<file path="src/rtl/lcsr_pkg.sv">
// Package: shared constants for the indirect register port.
// Assumes host offsets are 5 bits and every register is 16 bits wide.
package lcsr_pkg;
    localparam int DATA_W = 16;
    localparam int OFS_W  = 5;

    // host port offsets (decoded by the bus side)
    localparam logic [OFS_W-1:0] OFS_DATA  = 5'h10;
    localparam logic [OFS_W-1:0] OFS_INDEX = 5'h12;
    localparam logic [OFS_W-1:0] OFS_RESET = 5'h14;
    localparam logic [OFS_W-1:0] OFS_BUSIF = 5'h16;

    // register 0 bit positions (software depends on them)
    localparam int B_INIT = 0;
    localparam int B_STRT = 1;
    localparam int B_STOP = 2;
    localparam int B_TDMD = 3;
    localparam int B_IE   = 6;
    localparam int B_IDON = 8;
    localparam int B_TINT = 9;
    localparam int B_RINT = 10;
    localparam int B_MERR = 11;
    localparam int B_MISS = 12;
    localparam int B_BABL = 14;
    localparam int B_ERR  = 15;

    // mask of write-one-to-clear event flags
    localparam logic [DATA_W-1:0] EV_MASK = 16'h5F00;

    // register indices
    localparam int IDX_PTR_LO  = 1;
    localparam int IDX_PTR_HI  = 2;
    localparam int IDX_FILT0   = 8;
    localparam int IDX_MODE    = 15;
    localparam int IDX_ID_LO   = 88;
    localparam int IDX_ID_HI   = 89;
    localparam int IDX_MISSCNT = 112;

    typedef enum logic [1:0] {
        RUN_STOPPED = 2'd0,
        RUN_IDLE    = 2'd1,
        RUN_ACTIVE  = 2'd2
    } run_state_e;
endpackage

</file>
<file path="src/rtl/lcsr_port_decode.sv">
// Module: host port decoder and index register.
// Holds the register index, produces the data-port write strobe and the
// reset-port request, and muxes host read data. Assumes host_wr and host_rd
// are never high together.
module lcsr_port_decode
    import lcsr_pkg::*;
#(
    parameter int IDX_W = 7
) (
    input  logic              clk,
    input  logic              rst_n,        // core reset, already merged with reset_req
    input  logic [OFS_W-1:0]  host_ofs,
    input  logic              host_wr,
    input  logic              host_rd,
    input  logic [DATA_W-1:0] host_wdata,
    input  logic [DATA_W-1:0] status_rdata,
    input  logic [DATA_W-1:0] aux_rdata,
    output logic [IDX_W-1:0]  idx,
    output logic              data_wr,
    output logic              reset_req,
    output logic [DATA_W-1:0] host_rdata
);
    localparam int PAD_W = DATA_W - IDX_W;

    logic [IDX_W-1:0] idx_q;

    // strobe decode from the host offset
    always_comb begin
        data_wr   = host_wr && (host_ofs == OFS_DATA);
        reset_req = host_rd && (host_ofs == OFS_RESET);
    end

    // index register: loaded by writes to the index port
    always_ff @(posedge clk) begin
        if (!rst_n)
            idx_q <= '0;
        else if (host_wr && (host_ofs == OFS_INDEX))
            idx_q <= host_wdata[IDX_W-1:0];
    end

    assign idx = idx_q;

    // read mux: data port follows the index, reserved and reset ports read zero
    always_comb begin
        host_rdata = '0;
        if (host_ofs == OFS_DATA)
            host_rdata = (idx_q == '0) ? status_rdata : aux_rdata;
        else if (host_ofs == OFS_INDEX)
            host_rdata = {{PAD_W{1'b0}}, idx_q};
    end

    // the index changes only through an index-port write
    p_index_hold_r2: assert property (@(posedge clk) disable iff (!rst_n)
        !(host_wr && (host_ofs == OFS_INDEX)) |=> $stable(idx_q));
endmodule

</file>
<file path="src/rtl/lcsr_status.sv">
// Module: register 0, the control/status word.
// Runs the stopped/idle/running state, emits one-cycle command pulses,
// latches event flags (write one to clear, a new event beats its clear),
// forms the error summary and the interrupt line. Assumes wr is one cycle
// per host write.
module lcsr_status
    import lcsr_pkg::*;
(
    input  logic              clk,
    input  logic              rst_n,
    input  logic              wr,
    input  logic [DATA_W-1:0] wdata,
    input  logic              ev_init_done,
    input  logic              ev_tx_done,
    input  logic              ev_rx_done,
    input  logic              ev_mem_err,
    input  logic              ev_missed,
    input  logic              ev_babble,
    output logic [DATA_W-1:0] status_word,
    output logic              cmd_init,
    output logic              cmd_start,
    output logic              cmd_stop,
    output logic              cmd_tx_demand,
    output logic              irq
);
    run_state_e        state_q;
    logic              ie_q;
    logic [DATA_W-1:0] ev_q;
    logic [DATA_W-1:0] ev_set;
    logic [DATA_W-1:0] ev_clr;
    logic              err_sum;
    logic              may_launch;

    // place event inputs at their flag positions
    always_comb begin
        ev_set          = '0;
        ev_set[B_IDON]  = ev_init_done;
        ev_set[B_TINT]  = ev_tx_done;
        ev_set[B_RINT]  = ev_rx_done;
        ev_set[B_MERR]  = ev_mem_err;
        ev_set[B_MISS]  = ev_missed;
        ev_set[B_BABL]  = ev_babble;
        ev_clr          = wr ? (wdata & EV_MASK) : '0;
        may_launch      = (state_q != RUN_ACTIVE);
    end

    // event flags: clear on written ones, set by events, set wins
    always_ff @(posedge clk) begin
        if (!rst_n)
            ev_q <= '0;
        else
            ev_q <= ((ev_q & ~ev_clr) | ev_set) & EV_MASK;
    end

    // run state, interrupt enable and command pulses
    always_ff @(posedge clk) begin
        if (!rst_n) begin
            state_q       <= RUN_STOPPED;
            ie_q          <= 1'b0;
            cmd_init      <= 1'b0;
            cmd_start     <= 1'b0;
            cmd_stop      <= 1'b0;
            cmd_tx_demand <= 1'b0;
        end else begin
            cmd_init      <= 1'b0;
            cmd_start     <= 1'b0;
            cmd_stop      <= 1'b0;
            cmd_tx_demand <= 1'b0;
            if (wr) begin
                if (wdata[B_STOP]) begin
                    state_q  <= RUN_STOPPED;
                    ie_q     <= 1'b0;
                    cmd_stop <= 1'b1;
                end else begin
                    ie_q <= wdata[B_IE];
                    if (wdata[B_INIT] && may_launch) begin
                        cmd_init <= 1'b1;
                        state_q  <= RUN_IDLE;
                    end
                    if (wdata[B_STRT] && may_launch) begin
                        cmd_start <= 1'b1;
                        state_q   <= RUN_ACTIVE;
                    end
                    if (wdata[B_TDMD] && (state_q == RUN_ACTIVE))
                        cmd_tx_demand <= 1'b1;
                end
            end
        end
    end

    // readable word and interrupt line
    always_comb begin
        err_sum             = ev_q[B_MERR] | ev_q[B_MISS] | ev_q[B_BABL];
        status_word         = ev_q;
        status_word[B_ERR]  = err_sum;
        status_word[B_IE]   = ie_q;
        status_word[B_STOP] = (state_q == RUN_STOPPED);
        status_word[B_STRT] = (state_q == RUN_ACTIVE);
        irq = ie_q & (ev_q[B_IDON] | ev_q[B_TINT] | ev_q[B_RINT] | err_sum);
    end

    // a stop write leaves the block stopped with interrupts disabled
    p_stop_wins_r9: assert property (@(posedge clk) disable iff (!rst_n)
        (wr && wdata[B_STOP]) |=> (cmd_stop && status_word[B_STOP]
                                   && !status_word[B_STRT] && !status_word[B_IE]
                                   && !cmd_init && !cmd_start && !cmd_tx_demand));

    // a start pulse only follows a non-running state
    p_start_from_idle_r8: assert property (@(posedge clk) disable iff (!rst_n)
        cmd_start |-> ($past(state_q) != RUN_ACTIVE));

    // transmit demand only follows the running state
    p_tdmd_running_r10: assert property (@(posedge clk) disable iff (!rst_n)
        cmd_tx_demand |-> ($past(state_q) == RUN_ACTIVE));

    // a latched receive flag survives any cycle without a host write
    p_flag_hold_r5: assert property (@(posedge clk) disable iff (!rst_n)
        (!wr && status_word[B_RINT]) |=> status_word[B_RINT]);

    // a receive event with interrupts kept enabled raises irq
    p_irq_follows_r7: assert property (@(posedge clk) disable iff (!rst_n)
        (ev_rx_done && ie_q && !(wr && (wdata[B_STOP] || !wdata[B_IE]))) |=> irq);
endmodule

</file>
<file path="src/rtl/lcsr_aux_regs.sv">
// Module: registers other than register 0.
// Pointer halves, multicast filter words, mode word, read-only identity and
// a saturating missed-frame counter. Assumes MISS_W <= 16 and that the
// filter indices stay below the mode index.
module lcsr_aux_regs
    import lcsr_pkg::*;
#(
    parameter int          IDX_W      = 7,
    parameter int          MISS_W     = 16,
    parameter int          FILT_WORDS = 4,
    parameter logic [15:0] PART_NUM   = 16'h5A3C
) (
    input  logic                         clk,
    input  logic                         rst_n,
    input  logic                         wr,
    input  logic [IDX_W-1:0]             idx,
    input  logic [DATA_W-1:0]            wdata,
    input  logic                         ev_missed,
    output logic [DATA_W-1:0]            rdata,
    output logic [2*DATA_W-1:0]          init_block_addr,
    output logic [DATA_W-1:0]            mode_word,
    output logic [FILT_WORDS*DATA_W-1:0] mcast_filter
);
    localparam logic [31:0]       CHIP_ID  = {4'h0, PART_NUM, 12'h003};
    localparam logic [MISS_W-1:0] MISS_MAX = {MISS_W{1'b1}};

    logic [DATA_W-1:0] ptr_lo_q;
    logic [DATA_W-1:0] ptr_hi_q;
    logic [DATA_W-1:0] mode_q;
    logic [DATA_W-1:0] filt_q [FILT_WORDS];
    logic [MISS_W-1:0] miss_q;

    // pointer halves and mode word
    always_ff @(posedge clk) begin
        if (!rst_n) begin
            ptr_lo_q <= '0;
            ptr_hi_q <= '0;
            mode_q   <= '0;
        end else if (wr) begin
            if (idx == IDX_W'(IDX_PTR_LO)) ptr_lo_q <= wdata;
            if (idx == IDX_W'(IDX_PTR_HI)) ptr_hi_q <= wdata;
            if (idx == IDX_W'(IDX_MODE))   mode_q   <= wdata;
        end
    end

    // one storage word per filter register
    for (genvar g = 0; g < FILT_WORDS; g++) begin : g_filt
        always_ff @(posedge clk) begin
            if (!rst_n)
                filt_q[g] <= '0;
            else if (wr && (idx == IDX_W'(IDX_FILT0 + g)))
                filt_q[g] <= wdata;
        end
        assign mcast_filter[g*DATA_W +: DATA_W] = filt_q[g];
    end

    // missed-frame counter, saturating
    always_ff @(posedge clk) begin
        if (!rst_n)
            miss_q <= '0;
        else if (ev_missed && (miss_q != MISS_MAX))
            miss_q <= miss_q + 1'b1;
    end

    // read mux over the index
    always_comb begin
        rdata = '0;
        if (idx == IDX_W'(IDX_PTR_LO))  rdata = ptr_lo_q;
        if (idx == IDX_W'(IDX_PTR_HI))  rdata = ptr_hi_q;
        if (idx == IDX_W'(IDX_MODE))    rdata = mode_q;
        if (idx == IDX_W'(IDX_ID_LO))   rdata = CHIP_ID[15:0];
        if (idx == IDX_W'(IDX_ID_HI))   rdata = CHIP_ID[31:16];
        if (idx == IDX_W'(IDX_MISSCNT)) rdata[MISS_W-1:0] = miss_q;
        for (int i = 0; i < FILT_WORDS; i++)
            if (idx == IDX_W'(IDX_FILT0 + i)) rdata = filt_q[i];
    end

    assign init_block_addr = {ptr_hi_q, ptr_lo_q};
    assign mode_word       = mode_q;

    // the count moves only on a missed-frame event
    p_miss_quiet_r11: assert property (@(posedge clk) disable iff (!rst_n)
        !ev_missed |=> $stable(miss_q));

    // once full, the count stays full
    p_miss_sat_r11: assert property (@(posedge clk) disable iff (!rst_n)
        (miss_q == MISS_MAX) |=> (miss_q == MISS_MAX));

    // the pointer is unchanged without a data write
    p_ptr_hold_r3: assert property (@(posedge clk) disable iff (!rst_n)
        !wr |=> $stable(init_block_addr));
endmodule

</file>
<file path="src/rtl/lan_csr_port.sv">
// Module: top of the indirect register port.
// Joins the port decoder, register 0 and the auxiliary registers. A read of
// the reset port acts as a synchronous reset of every register.
module lan_csr_port
    import lcsr_pkg::*;
#(
    parameter int          IDX_W      = 7,
    parameter int          MISS_W     = 16,
    parameter int          FILT_WORDS = 4,
    parameter logic [15:0] PART_NUM   = 16'h5A3C
) (
    input  logic                         clk,
    input  logic                         rst_n,
    input  logic [4:0]                   host_ofs,
    input  logic                         host_wr,
    input  logic                         host_rd,
    input  logic [15:0]                  host_wdata,
    output logic [15:0]                  host_rdata,
    input  logic                         ev_init_done,
    input  logic                         ev_tx_done,
    input  logic                         ev_rx_done,
    input  logic                         ev_mem_err,
    input  logic                         ev_missed,
    input  logic                         ev_babble,
    output logic                         cmd_init,
    output logic                         cmd_start,
    output logic                         cmd_stop,
    output logic                         cmd_tx_demand,
    output logic                         irq,
    output logic [31:0]                  init_block_addr,
    output logic [15:0]                  mode_word,
    output logic [FILT_WORDS*16-1:0]     mcast_filter
);
    logic [IDX_W-1:0]  idx;
    logic              data_wr;
    logic              reset_req;
    logic              core_rst_n;
    logic [DATA_W-1:0] status_word;
    logic [DATA_W-1:0] aux_rdata;
    logic              status_wr;
    logic              aux_wr;

    // merged reset and per-target write strobes
    always_comb begin
        core_rst_n = rst_n && !reset_req;
        status_wr  = data_wr && (idx == '0);
        aux_wr     = data_wr && (idx != '0);
    end

    lcsr_port_decode #(.IDX_W(IDX_W)) u_decode (
        .clk          (clk),
        .rst_n        (core_rst_n),
        .host_ofs     (host_ofs),
        .host_wr      (host_wr),
        .host_rd      (host_rd),
        .host_wdata   (host_wdata),
        .status_rdata (status_word),
        .aux_rdata    (aux_rdata),
        .idx          (idx),
        .data_wr      (data_wr),
        .reset_req    (reset_req),
        .host_rdata   (host_rdata)
    );

    lcsr_status u_status (
        .clk           (clk),
        .rst_n         (core_rst_n),
        .wr            (status_wr),
        .wdata         (host_wdata),
        .ev_init_done  (ev_init_done),
        .ev_tx_done    (ev_tx_done),
        .ev_rx_done    (ev_rx_done),
        .ev_mem_err    (ev_mem_err),
        .ev_missed     (ev_missed),
        .ev_babble     (ev_babble),
        .status_word   (status_word),
        .cmd_init      (cmd_init),
        .cmd_start     (cmd_start),
        .cmd_stop      (cmd_stop),
        .cmd_tx_demand (cmd_tx_demand),
        .irq           (irq)
    );

    lcsr_aux_regs #(
        .IDX_W      (IDX_W),
        .MISS_W     (MISS_W),
        .FILT_WORDS (FILT_WORDS),
        .PART_NUM   (PART_NUM)
    ) u_aux (
        .clk             (clk),
        .rst_n           (core_rst_n),
        .wr              (aux_wr),
        .idx             (idx),
        .wdata           (host_wdata),
        .ev_missed       (ev_missed),
        .rdata           (aux_rdata),
        .init_block_addr (init_block_addr),
        .mode_word       (mode_word),
        .mcast_filter    (mcast_filter)
    );

    // after a reset-port read the block comes up stopped and quiet
    p_soft_reset_r1: assert property (@(posedge clk) disable iff (!rst_n)
        (host_rd && (host_ofs == OFS_RESET)) |=> (status_word == 16'h0004
            && idx == '0 && !cmd_init && !cmd_start && !cmd_stop && !cmd_tx_demand));
endmodule

</file>
<file path="config.mk">
export PLATFORM = sky130hd
export DESIGN_NAME = lan_csr_port
export DESIGN_NICKNAME = d
export VERILOG_FILES = /design/src/rtl/lcsr_pkg.sv /design/src/rtl/lcsr_port_decode.sv /design/src/rtl/lcsr_status.sv /design/src/rtl/lcsr_aux_regs.sv /design/src/rtl/lan_csr_port.sv
export SDC_FILE = /design/constraint.sdc
export NUM_CORES = 1
export LEC_CHECK = 0
export ABC_AREA = 1
export BUFFER_PORTS_ARGS = -buffer_cell sky130_fd_sc_hd__buf_2
export CORE_MARGIN = 5
export CORE_UTILIZATION = 25
export DETAILED_ROUTE_END_ITERATION = 10
export PLACE_DENSITY_LB_ADDON = 0.1
export SLEW_MARGIN = 10
export SYNTH_ARGS = -nofsm -noshare
export SYNTH_HDL_FRONTEND = slang
export SYNTH_SLANG_ARGS = --single-unit
</file>
<file path="constraint.sdc">
create_clock -name clk -period 2.85 [get_ports clk]
set_clock_uncertainty 0.2 [all_clocks]
set_input_delay 0.57 -clock clk [delete_from_list [all_inputs] [get_ports clk]]
set_output_delay 0.57 -clock clk [all_outputs]
set_load 0.005 [all_outputs]
</file>
==> results.sh, run 1 <==
export IMPL_powerDensity_nw_per_um2=524
export IMPL_critPathRequiredTime_ns=2.08
export IMPL_post_place_cells=1423
export IMPL_drcViolationCount=0
export IMPL_timing_fmax_mhz=339
export IMPL_die_area_um2=31900
export IMPL_min_period_over_period_pct=103
export IMPL_diodes=0
export IMPL_synth_seq_cells=148
export IMPL_path_cells="inv_2, nand2_2, nor2_4, buf_6, nand2_2, buf_4, o211ai_1, nor2_1, nand4_1, nand2_1, nand2_1, buf_2"
export IMPL_setup_viol=10
export IMPL_cp_end_kind="output pin"
export IMPL_gp_congestion=0.838
export IMPL_hold_viol=0
export IMPL_hp_class="primary input to flop"
export IMPL_syn_inst=871
export IMPL_grt_pass1_vias=6713
export IMPL_die_h_um=178
export IMPL_min_delay_start="ev_rx_done"
export IMPL_yosysWarnings=0
export IMPL_viasPerCell=4.62
export IMPL_dp_hpwl_mm=22.2
export IMPL_antenna_found_initial=1
export IMPL_coreArea_um2=27900
export IMPL_avgRoutedWirePerCell_um=20.0
export IMPL_tritoncts="done"
export IMPL_slowest_stage="o211ai_1"
export IMPL_wl_mm=29.4
export IMPL_finalPower_mw=5.00
export IMPL_cp_slowest_stage_delay_ns=0.34
export IMPL_grt_max_degree=58
export IMPL_io_buffers=163
export IMPL_multiInputGateArea_um2=3100
export IMPL_synth_edf_count=64
export IMPL_async_flop_share_pct=0
export IMPL_critPathCapture="host_rdata[6]"
export IMPL_cts_hold_buf=0
export IMPL_cts_buffers=17
export IMPL_critical_path_arrival_ns=2.18
export IMPL_drive_above_1_share_pct=31.5
export IMPL_first_pass_iters=5
export IMPL_cts_root_buf="clkbuf_16"
export IMPL_regToRegSetupSlack_ns=0.42
export IMPL_cp_start_kind="flop"
export IMPL_grt_overflow=0
export IMPL_final_setup_tns_ns=-0.458
export IMPL_leakage_nw=4.04
export IMPL_rr_worst_depth=12
export IMPL_crit_start="u_decode.idx[4]"
export IMPL_antenna_left=0
export IMPL_nFillCells=3019
export IMPL_status="finished with violations"
export IMPL_critPathKind="flop to output pin"
export IMPL_rows=61
export IMPL_start_util_pct=25.4
export IMPL_vias=6772
export IMPL_clock_latency_ns=0.42
export IMPL_first_iter_violations=467
export IMPL_yosysSeqAreaShare_pct=50.8
export IMPL_syn_to_final_growth_pct=34.5
export IMPL_die_w_um=178
export IMPL_rsz0062_at_grt="true"
export IMPL_grt_pass1_wl_mm=43.3
export IMPL_synthFlopType="dfxtp_1"
export IMPL_clock_sinks=148
export IMPL_htree_levels=4
export IMPL_max_slew_margin_pct=40.1
export IMPL_postSynthAreaPerCell_um2=8.15
export IMPL_r2r_end="u_aux.filt_q[1][0]"
export IMPL_r2r_start="u_decode.idx[6]"
export IMPL_register_area_um2=3620
export IMPL_violations="setup timing"
export IMPL_max_clock_path_buffers=2
export IMPL_final_max_slew_viol_count=0
export IMPL_worstMarginPinSlew_ns=0.899
export IMPL_syn_area_um2=7100
export IMPL_max_cap_viol_count=0
export IMPL_finalWorstSetupSlack_ns=-0.0957
export IMPL_io_pins=164
export IMPL_syn_nets=903
export IMPL_timing_final_crit_period_ns=2.95
export IMPL_instances_no_fill=1467
export IMPL_finalHoldWorstSlack_ns=0.184
export IMPL_clk_pin_slew_ns=0.07
export IMPL_worstPathMaxFanout=5
export IMPL_nets=1108
export IMPL_ys_types=37
export IMPL_vdd_ir_drop_max_v=0.000331
export IMPL_track_usage_pct=18.4
[final cells by class]
cell class | instances | share of cell area (%)
Clock inverter | 13 | 1.87
Tap cell | 378 | 4.96
Inverter | 81 | 3.26
Sequential cell | 148 | 38.0
Timing Repair Buffer | 219 | 14.9
Multi-Input combinational cell | 609 | 32.5
Clock buffer | 19 | 4.54
[per-layer routing]
metal	track usage [%]	routed length [um]	up-vias
li1	-	-	3317
met1	26.0	13800	3215
met2	29.0	13600	214
met3	3.58	1630	24
met4	4.19	334	2
met5	0	13	-
[what timing repair did]
item	in CTS	in global routing
setup endpoints to repair	16	16
buffers inserted	10	0
cloned	2	0
resized for setup	41	14
pin swaps	14	13
[logic make-up after synthesis]
| kind of cell | synth area share (%) |
|---|---|
| AND/OR/NAND/NOR | 28.4 |
| flip-flops | 50.8 |
| AO/OA/AOI/OAI | 13.3 |
| buffers and inverters | 7.09 |
| XOR/XNOR | 0.247 |
| adder cells (fa/ha/maj) | 0.176 |
[per-stage QoR]
| stage | setup WS, ns | area, um2 | util (%) |
|---|---|---|---|
| 4_1_cts | -0.112 | 9500 | 34.0 |
| 3_5_place_dp | 0.0424 | 8620 | 30.9 |
| 3_3_place_gp | 0.0550 | 8620 | 30.9 |
| 2_1_floorplan | -0.102 | 7100 | - |
| 6_report | -0.0957 | 9540 | 34.2 |
| 5_1_grt | -0.206 | 9540 | 34.2 |
[worst max-delay path, delay by kind of cell (launching register included)]
kind            cells  cell delay, ns
compound gates      1            0.34
flops               1            0.32
buf+inv             4            0.50
simple gates        7            0.58
[worst min-delay path by stage]
stage | end | slack (ns) | cells past startpoint
after floorplan | u_status.state_q[0] | 0.24 | 2
after global placement | u_status.state_q[0] | 0.27 | 2
after detailed placement | u_status.state_q[0] | 0.27 | 2
after CTS | u_status.ev_q[10] | 0.17 | 3
after global routing | u_status.ev_q[9] | 0.18 | 3
final | u_status.ev_q[10] | 0.18 | 3
[cells in the mapped netlist, types with 2 or more instances]
library cell  count  share of area [%]
inv_1            72                3.8
o21ai_1           3               0.21
nor4_1            4               0.35
nand3_2           5               0.71
nor2_2            5               0.44
buf_6             3               0.48
o211ai_1          4               0.42
a211oi_1          4               0.42
nor2_1          175                9.3
clkbuf_1         10               0.53
nand4_1          22                1.9
dfxtp_1          84                 24
edfxtp_1         64                 27
inv_2             6               0.32
nand2_1         192                 10
a21boi_0          2               0.21
a211oi_2         28                4.9
nor2_4            5               0.79
buf_4             9               0.95
nor3b_1           3               0.32
nand2_4           2               0.32
inv_4             2               0.18
nor3_1           16                1.1
nand3_1          34                2.4
xor2_1            2               0.25
o21ai_0          39                2.8
buf_2            11               0.78
nor3_4            2               0.46
a21oi_1          55                3.9
[where the power goes]
group / internal [mW] / switching [mW] / leakage (nW)
Sequential: 2.25 / 0.0361 / 1.35
Clock: 1.47 / 0.960 / 0.293
Combinational: 0.0905 / 0.201 / 2.40
[sequential cells by signal, indices dropped and copies added, names as in the netlist]
signal and flops:
u_status.state_q 2, u_decode.idx 7, u_status.cmd_stop 1, u_aux.ptr_lo_q 16, u_status.ie_q 1, u_status.cmd_start 1, u_status.cmd_init 1, u_status.cmd_tx_demand 1
u_status.ev_q 6, u_aux.ptr_hi_q 16, u_aux.filt_q 64, u_aux.mode_word 16, u_aux.miss_q 16
[layout by cell type (no fill, tap or decap), drive strengths merged, types with 2 or more instances in the layout]
cell type and n:
buf 218, nand2 195, nor2 185, dfxtp 84, inv 83, edfxtp 64
a21oi 55, o21ai 42, nand3 39, a211oi 32, nand4 22, clkbuf 19
nor3 18, clkinv 5, o211ai 4, nor4 4, bufinv 4, nor3b 3
a21boi 2, xor2 2, clkinvlp 2
(Power assumes the default switching activity.)
==> inputs of run 2 (changes only) <==
SYNTH_HIERARCHICAL = 1   (was unset)
==> run 2 against run 1 <==
Compared with the run above:
- the flow still finishes with violations (setup timing)
- synthesized cell count rose by 15%
- largest power group unchanged
- sequential share of layout area fell by 3.2 points
- fmax fell by 7.5%
- critical endpoint is now host_rdata[11]
==> results.sh, run 2 <==
export IMPL_cts_root_buf="clkbuf_16"
export IMPL_die_w_um=184
export IMPL_coreArea_um2=29700
export IMPL_syn_area_um2=7540
export IMPL_max_slew_margin_pct=48.5
export IMPL_first_iter_violations=557
export IMPL_vdd_ir_drop_max_v=0.000404
export IMPL_regToRegSetupSlack_ns=0.56
export IMPL_p_sw_mw=1.39
export IMPL_cp_start_kind="flop"
export IMPL_tritoncts="done"
export IMPL_track_usage_pct=19.6
export IMPL_cts_hold_buf=0
export IMPL_gp_congestion=0.854
export IMPL_io_buffers=163
export IMPL_clockPowerShare_pct=47.5
export IMPL_avgRoutedWirePerCell_um=20.6
export IMPL_hold_viol=0
export IMPL_viasPerCell=4.69
export IMPL_final_common_cell="nand2_1"
export IMPL_intPower_mw=3.62
export IMPL_vias=7621
export IMPL_powerDensity_nw_per_um2=481
export IMPL_yosysWarnings=6
export IMPL_die_h_um=184
export IMPL_worstMarginPinSlew_ns=0.771
export IMPL_instances_no_fill=1626
export IMPL_drcViolationCount=0
export IMPL_grt_overflow=0
export IMPL_yosysSeqAreaShare_pct=47.8
export IMPL_synth_seq_cells=148
export IMPL_pwr_share_seq_pct=45.7
export IMPL_max_cap_viol_count=0
export IMPL_drive_above_1_share_pct=32.0
export IMPL_grt_pass1_wl_mm=48.8
export IMPL_finalHoldWorstSlack_ns=0.156
export IMPL_r2r_start="u_decode/idx[2]"
export IMPL_status="finished with violations"
export IMPL_yosysMostFrequentCell="nand2_1"
export IMPL_synthFlopType="dfxtp_1"
export IMPL_diodes=0
export IMPL_fin_area_um2=10400
export IMPL_regMostFlops="u_aux/filt_q"
export IMPL_max_clock_path_buffers=2
export IMPL_critPathKind="flop to output pin"
export IMPL_synth_common_cells="231 x nand2_1, 169 x nor2_1, 105 x nand3_1"
export IMPL_timing_fmax_mhz=314
export IMPL_critPathCapture="host_rdata[11]"
export IMPL_grt_max_degree=40
export IMPL_postSynthAreaPerCell_um2=7.53
export IMPL_cts_buffers=17
export IMPL_r2r_end="u_aux/mode_word[6]"
export IMPL_die_area_um2=33700
export IMPL_finalWorstSetupSlack_ns=-0.335
export IMPL_rsz0062_at_grt="true"
export IMPL_nFillCells=3180
export IMPL_dp_hpwl_mm=25.1
export IMPL_dpl_instance_area_um2=9220
export IMPL_wl_mm=33.5
export IMPL_hp_class="primary input to flop"
export IMPL_timing_final_crit_period_ns=3.18
export IMPL_antenna_found_initial=1
export IMPL_cp_end_kind="output pin"
export IMPL_post_place_cells=1578
export IMPL_critical_path_arrival_ns=2.41
export IMPL_start_util_pct=25.4
export IMPL_critPathRequiredTime_ns=2.08
export IMPL_io_pins=164
export IMPL_worstPathMaxFanout=4
export IMPL_clk_pin_slew_ns=0.07
export IMPL_yosys_area_top_type="edfxtp_1"
export IMPL_final_max_slew_viol_count=0
export IMPL_syn_to_final_growth_pct=38.2
export IMPL_leakage_nw=4.55
export IMPL_crit_start="u_decode/idx[5]"
export IMPL_htree_levels=4
export IMPL_grt_pass1_vias=7370
export IMPL_layout_common_cells="212 x nand2_1, 163 x buf_2, 147 x nor2_1"
export IMPL_async_flop_share_pct=0
export IMPL_p_comb_share_pct=6.8
export IMPL_synth_edf_count=64
export IMPL_clock_latency_ns=0.43
export IMPL_yosysTopAreaCellShare_pct=25.5
export IMPL_setup_viol=16
export IMPL_violations="setup timing"
export IMPL_swShare_pct=27.7
export IMPL_syn_inst=1001
export IMPL_largest_reg_flops=64
export IMPL_nets=1255
export IMPL_min_period_over_period_pct=112
export IMPL_yosys_top_cells_area="edfxtp_1 25%, dfxtp_1 22%, nand2_1 12%"
export IMPL_place_ws_ns=-0.0645
export IMPL_rr_worst_depth=11
export IMPL_rows=63
export IMPL_ys_types=42
export IMPL_clock_sinks=148
export IMPL_antenna_left=0
export IMPL_first_pass_iters=5
[run 2: cell count changes after synthesis, sizes merged, moves of 13 or more]
cell	before	now
nand3	39	109
nand2	195	241
a211oi	32	0
inv	80	103
a21oi	55	69
nor3	18	31
[run 2: kinds of logic after synthesis]
| group | Yosys count | share of synthesized area [%] |
|---|---|---|
| other cells | 1 | 0.0497 |
| simple gates | 581 | 34.7 |
| buf+inv | 151 | 8.83 |
| xor+xnor | 10 | 1.16 |
| flops | 148 | 47.8 |
| compound gates | 109 | 7.30 |
| fa+ha+maj | 1 | 0.166 |
[run 2: repair_timing]
action	CTS	global route
setup endpoints to repair	16	16
resized for setup	87	50
setup buffers	14	3
pin swaps	27	31
cloned	3	1
[run 2: power by group through the flow]
stage / Sequential [mW] / Clock (mW) / Combinational, mW
2_1_floorplan: 2.33 / 0 / 0.144
3_3_place_gp: 2.35 / 0 / 0.329
6_report: 2.29 / 2.38 / 0.342
5_1_grt: 2.30 / 2.51 / 0.373
4_1_cts: 2.29 / 2.43 / 0.342
3_5_place_dp: 2.34 / 0 / 0.328
[run 2: worst max-delay path: stages, from the launching register on]
cell and delay [ns]:
dfxtp_2 0.34, nor2_4 0.12, nand2_4 0.07, buf_12 0.13
buf_6 0.11, nor3_4 0.26, inv_1 0.10, buf_4 0.17
nor2_1 0.12, nor2_2 0.07, nand3_2 0.10, o21ai_1 0.08
nor2_1 0.16, buf_2 0.14
[run 2: layout make-up]
type / instances / area [um2] / share of cell area, %
Timing Repair Buffer: 242 / 1590 / 15.3
Multi-Input combinational cell: 708 / 3680 / 35.3
Clock inverter: 15 / 184 / 1.77
Sequential cell: 148 / 3620 / 34.8
Clock buffer: 17 / 425 / 4.08
Tap cell: 390 / 488 / 4.69
Timing Repair inverter: 1 / 8.76 / 0.0841
Inverter: 105 / 417 / 4.00
[run 2: routing by layer]
| metal | routed length (um) | GRT usage, % | up-vias |
|---|---|---|---|
| met4 | 678 | 5.60 | 2 |
| met5 | 13 | 0 | - |
| li1 | - | - | 3695 |
| met2 | 15900 | 32.3 | 251 |
| met3 | 2010 | 3.88 | 44 |
| met1 | 14900 | 26.1 | 3629 |
[run 2: worst min path at each step]
| stage | from | to | slack (ns) | cells past startpoint |
|---|---|---|---|---|
| finish | ev_rx_done | u_status/ev_q[10] | 0.16 | 3 |
| global route | ev_rx_done | u_status/ev_q[10] | 0.15 | 3 |
| CTS | ev_rx_done | u_status/ev_q[10] | 0.14 | 3 |
| detailed placement | u_aux/mode_word[11] | u_aux/mode_word[11] | 0.27 | 2 |
| global placement | u_aux/mode_word[6] | u_aux/mode_word[6] | 0.26 | 2 |
| floorplan | u_aux/mode_word[14] | u_aux/mode_word[14] | 0.26 | 2 |
[run 2: through the flow]
step	power [mW]	setup TNS, ns	utilization [%]
final	5.01	-3.70	35.0
after global routing	5.18	-5.81	35.0
after CTS	5.07	-4.16	34.5
after detailed placement	2.67	-0.145	31.0
after global placement	2.67	-0.0758	31.0
after floorplan	2.47	-3.39	-
==> inputs of run 3 (changes only) <==
CTS_BUF_LIST = sky130_fd_sc_hd__clkbuf_8   (was unset)
==> run 3 against run 2 <==
Compared with the run above:
- the flow still finishes with violations (setup timing)
- sequential share of layout area up 0.28 points
- first-iteration DRC count is 8.4% lower
- via count fell by 0.64%
- non-clock buffer count is 1 higher
- flip-flop and latch count did not move
- highest routed layer is now met4
- cell count about the same
- sequential power about the same
- total power shrank 12%
- core utilization down 0.26 points
- routed wire length down 0.67%
- count of clock-buffer cells in the layout did not move
==> results.sh, run 3 (synthesis gave the netlist of run 2 again) <==
export IMPL_drcViolationCount=0
export IMPL_nFillCells=3188
export IMPL_cp_start_kind="flop"
export IMPL_antenna_left=0
export IMPL_powerDensity_nw_per_um2=426
export IMPL_min_to="u_status/ev_q[10]"
export IMPL_critPathKind="flop to output pin"
export IMPL_rr_worst_depth=10
export IMPL_cts_buffers=17
export IMPL_final_max_slew_viol_count=0
export IMPL_path_cells="nor2_4, nand2_4, buf_12, nor3_4, buf_8, nand2_2, nand2_2, nor2_4, nand3_2, nor2_2, nand3_2, o21ai_1, nor2_1, buf_2"
export IMPL_leakage_nw=4.54
export IMPL_r2r_start="u_decode/idx[1]"
export IMPL_die_w_um=184
export IMPL_tritoncts="done"
export IMPL_final_setup_tns_ns=-2.81
export IMPL_clk_pin_slew_ns=0.09
export IMPL_first_iter_violations=510
export IMPL_slowest_stage="dfxtp_2"
export IMPL_hold_viol=0
export IMPL_syn_to_final_growth_pct=37.1
export IMPL_vdd_ir_drop_max_v=0.000282
export IMPL_grt_max_degree=40
export IMPL_vias=7572
export IMPL_min_period_over_period_pct=108
export IMPL_nets=1254
export IMPL_grt_pass1_vias=7306
export IMPL_timing_fmax_mhz=324
export IMPL_clock_sinks=148
export IMPL_place_ws_ns=-0.0645
export IMPL_antenna_found_initial=0
export IMPL_min_path_cells=3
export IMPL_first_pass_iters=5
export IMPL_io_pins=164
export IMPL_htree_levels=4
export IMPL_layout_common_cells="203 x nand2_1, 164 x buf_2, 145 x nor2_1"
export IMPL_cts_hold_buf=0
export IMPL_grt_overflow=0
export IMPL_dp_hpwl_mm=25.1
export IMPL_cp_end_kind="output pin"
export IMPL_finalWorstSetupSlack_ns=-0.237
export IMPL_setup_viol=16
export IMPL_status="finished with violations"
export IMPL_max_cap_viol_count=0
export IMPL_wl_mm=33.3
export IMPL_largest_reg_flops=64
export IMPL_timing_final_crit_period_ns=3.09
export IMPL_rsz0062_at_grt="true"
export IMPL_worstMarginPinSlew_ns=0.787
export IMPL_regMostFlops="u_aux/filt_q"
export IMPL_instances_no_fill=1625
export IMPL_viasPerCell=4.66
export IMPL_die_h_um=184
export IMPL_violations="setup timing"
export IMPL_rows=63
export IMPL_io_buffers=163
export IMPL_track_usage_pct=19.4
export IMPL_cp_slowest_stage_delay_ns=0.35
export IMPL_avgRoutedWirePerCell_um=20.5
export IMPL_dpl_instance_area_um2=9220
export IMPL_start_util_pct=25.4
export IMPL_post_place_cells=1578
export IMPL_cts_root_buf="clkbuf_8"
export IMPL_regToRegSetupSlack_ns=0.48
export IMPL_critPathRequiredTime_ns=2.08
export IMPL_final_common_cell="nand2_1"
export IMPL_hp_class="primary input to flop"
export IMPL_r2r_end="u_aux/mode_word[6]"
export IMPL_gp_congestion=0.854
export IMPL_coreArea_um2=29700
export IMPL_clock_latency_ns=0.46
export IMPL_die_area_um2=33700
export IMPL_grt_pass1_wl_mm=48.4
export IMPL_drive_above_1_share_pct=33.6
export IMPL_max_slew_margin_pct=47.5
export IMPL_critical_path_arrival_ns=2.32
export IMPL_fin_area_um2=10300
export IMPL_diodes=0
export IMPL_min_delay_start="ev_rx_done"
export IMPL_max_clock_path_buffers=2
export IMPL_worstPathMaxFanout=4
run 3: changes by cell type in the layout (fill, tap and decap cells not counted), sizes merged:
| cell | previous run | this run |
|---|---|---|
| clkinv | 6 | 5 |
| buf | 241 | 242 |
| nand2 | 242 | 241 |
run 3: worst max path at each step:
stage,from,to,slack (ns),cells after the start
5_1_grt,u_decode/idx[2],host_rdata[5],-0.40,13
4_1_cts,u_decode/idx[4],host_rdata[11],-0.35,15
3_3_place_gp,u_decode/idx[3],host_rdata[11],-0.04,14
6_report,u_decode/idx[5],host_rdata[11],-0.24,14
2_1_floorplan,host_ofs[1],u_aux/filt_q[0][0],-0.07,7
3_5_place_dp,u_decode/idx[3],host_rdata[11],-0.06,14
run 3: repair_timing:
item / in CTS / in global routing
buffers inserted: 12 / 9
gates resized for setup: 94 / 80
setup endpoints to repair: 16 / 16
gates cloned: 1 / 0
pin swaps: 28 / 58
run 3: metrics by stage:
stage	hold WS, ns	power, mW	util, %
2_1_floorplan	0.255	2.47	-
4_1_cts	0.0933	4.47	33.8
6_report	0.139	4.40	34.8
3_3_place_gp	0.260	2.67	31.0
5_1_grt	0.0945	4.59	34.8
3_5_place_dp	0.269	2.67	31.0
run 3: area by class of cell:
type / instances / area [um2] / area share [%]
clock buffer: 17 / 234 / 2.26
multi-input combinational: 707 / 3790 / 36.6
clock inverter: 15 / 184 / 1.78
inverter: 105 / 423 / 4.09
sequential: 148 / 3620 / 35.1
tap: 390 / 488 / 4.72
timing repair buffer: 243 / 1600 / 15.4
run 3: critical path: cells and delay by family, from the launching register on:
kind            cells  cell delay (ns)
buf+inv             3             0.46
compound gates      1             0.06
flops               1             0.35
simple gates       10             0.98
run 3: metal layers:
| layer | track usage (%) | wire length, um | vias to the layer above |
|---|---|---|---|
| met5 | 0 | 0 | - |
| met4 | 5.04 | 546 | 0 |
| met3 | 2.89 | 1800 | 29 |
| met2 | 32.3 | 16100 | 237 |
| met1 | 26.4 | 14900 | 3618 |
| li1 | - | - | 3688 |
run 3: report_power, final:
| group | internal, mW | switching [mW] | total (mW) |
|---|---|---|---|
| logic | 0.113 | 0.230 | 0.343 |
| clock network | 0.748 | 1.02 | 1.77 |
| registers | 2.25 | 0.0435 | 2.29 |
| total | 3.11 | 1.29 | 4.40 |
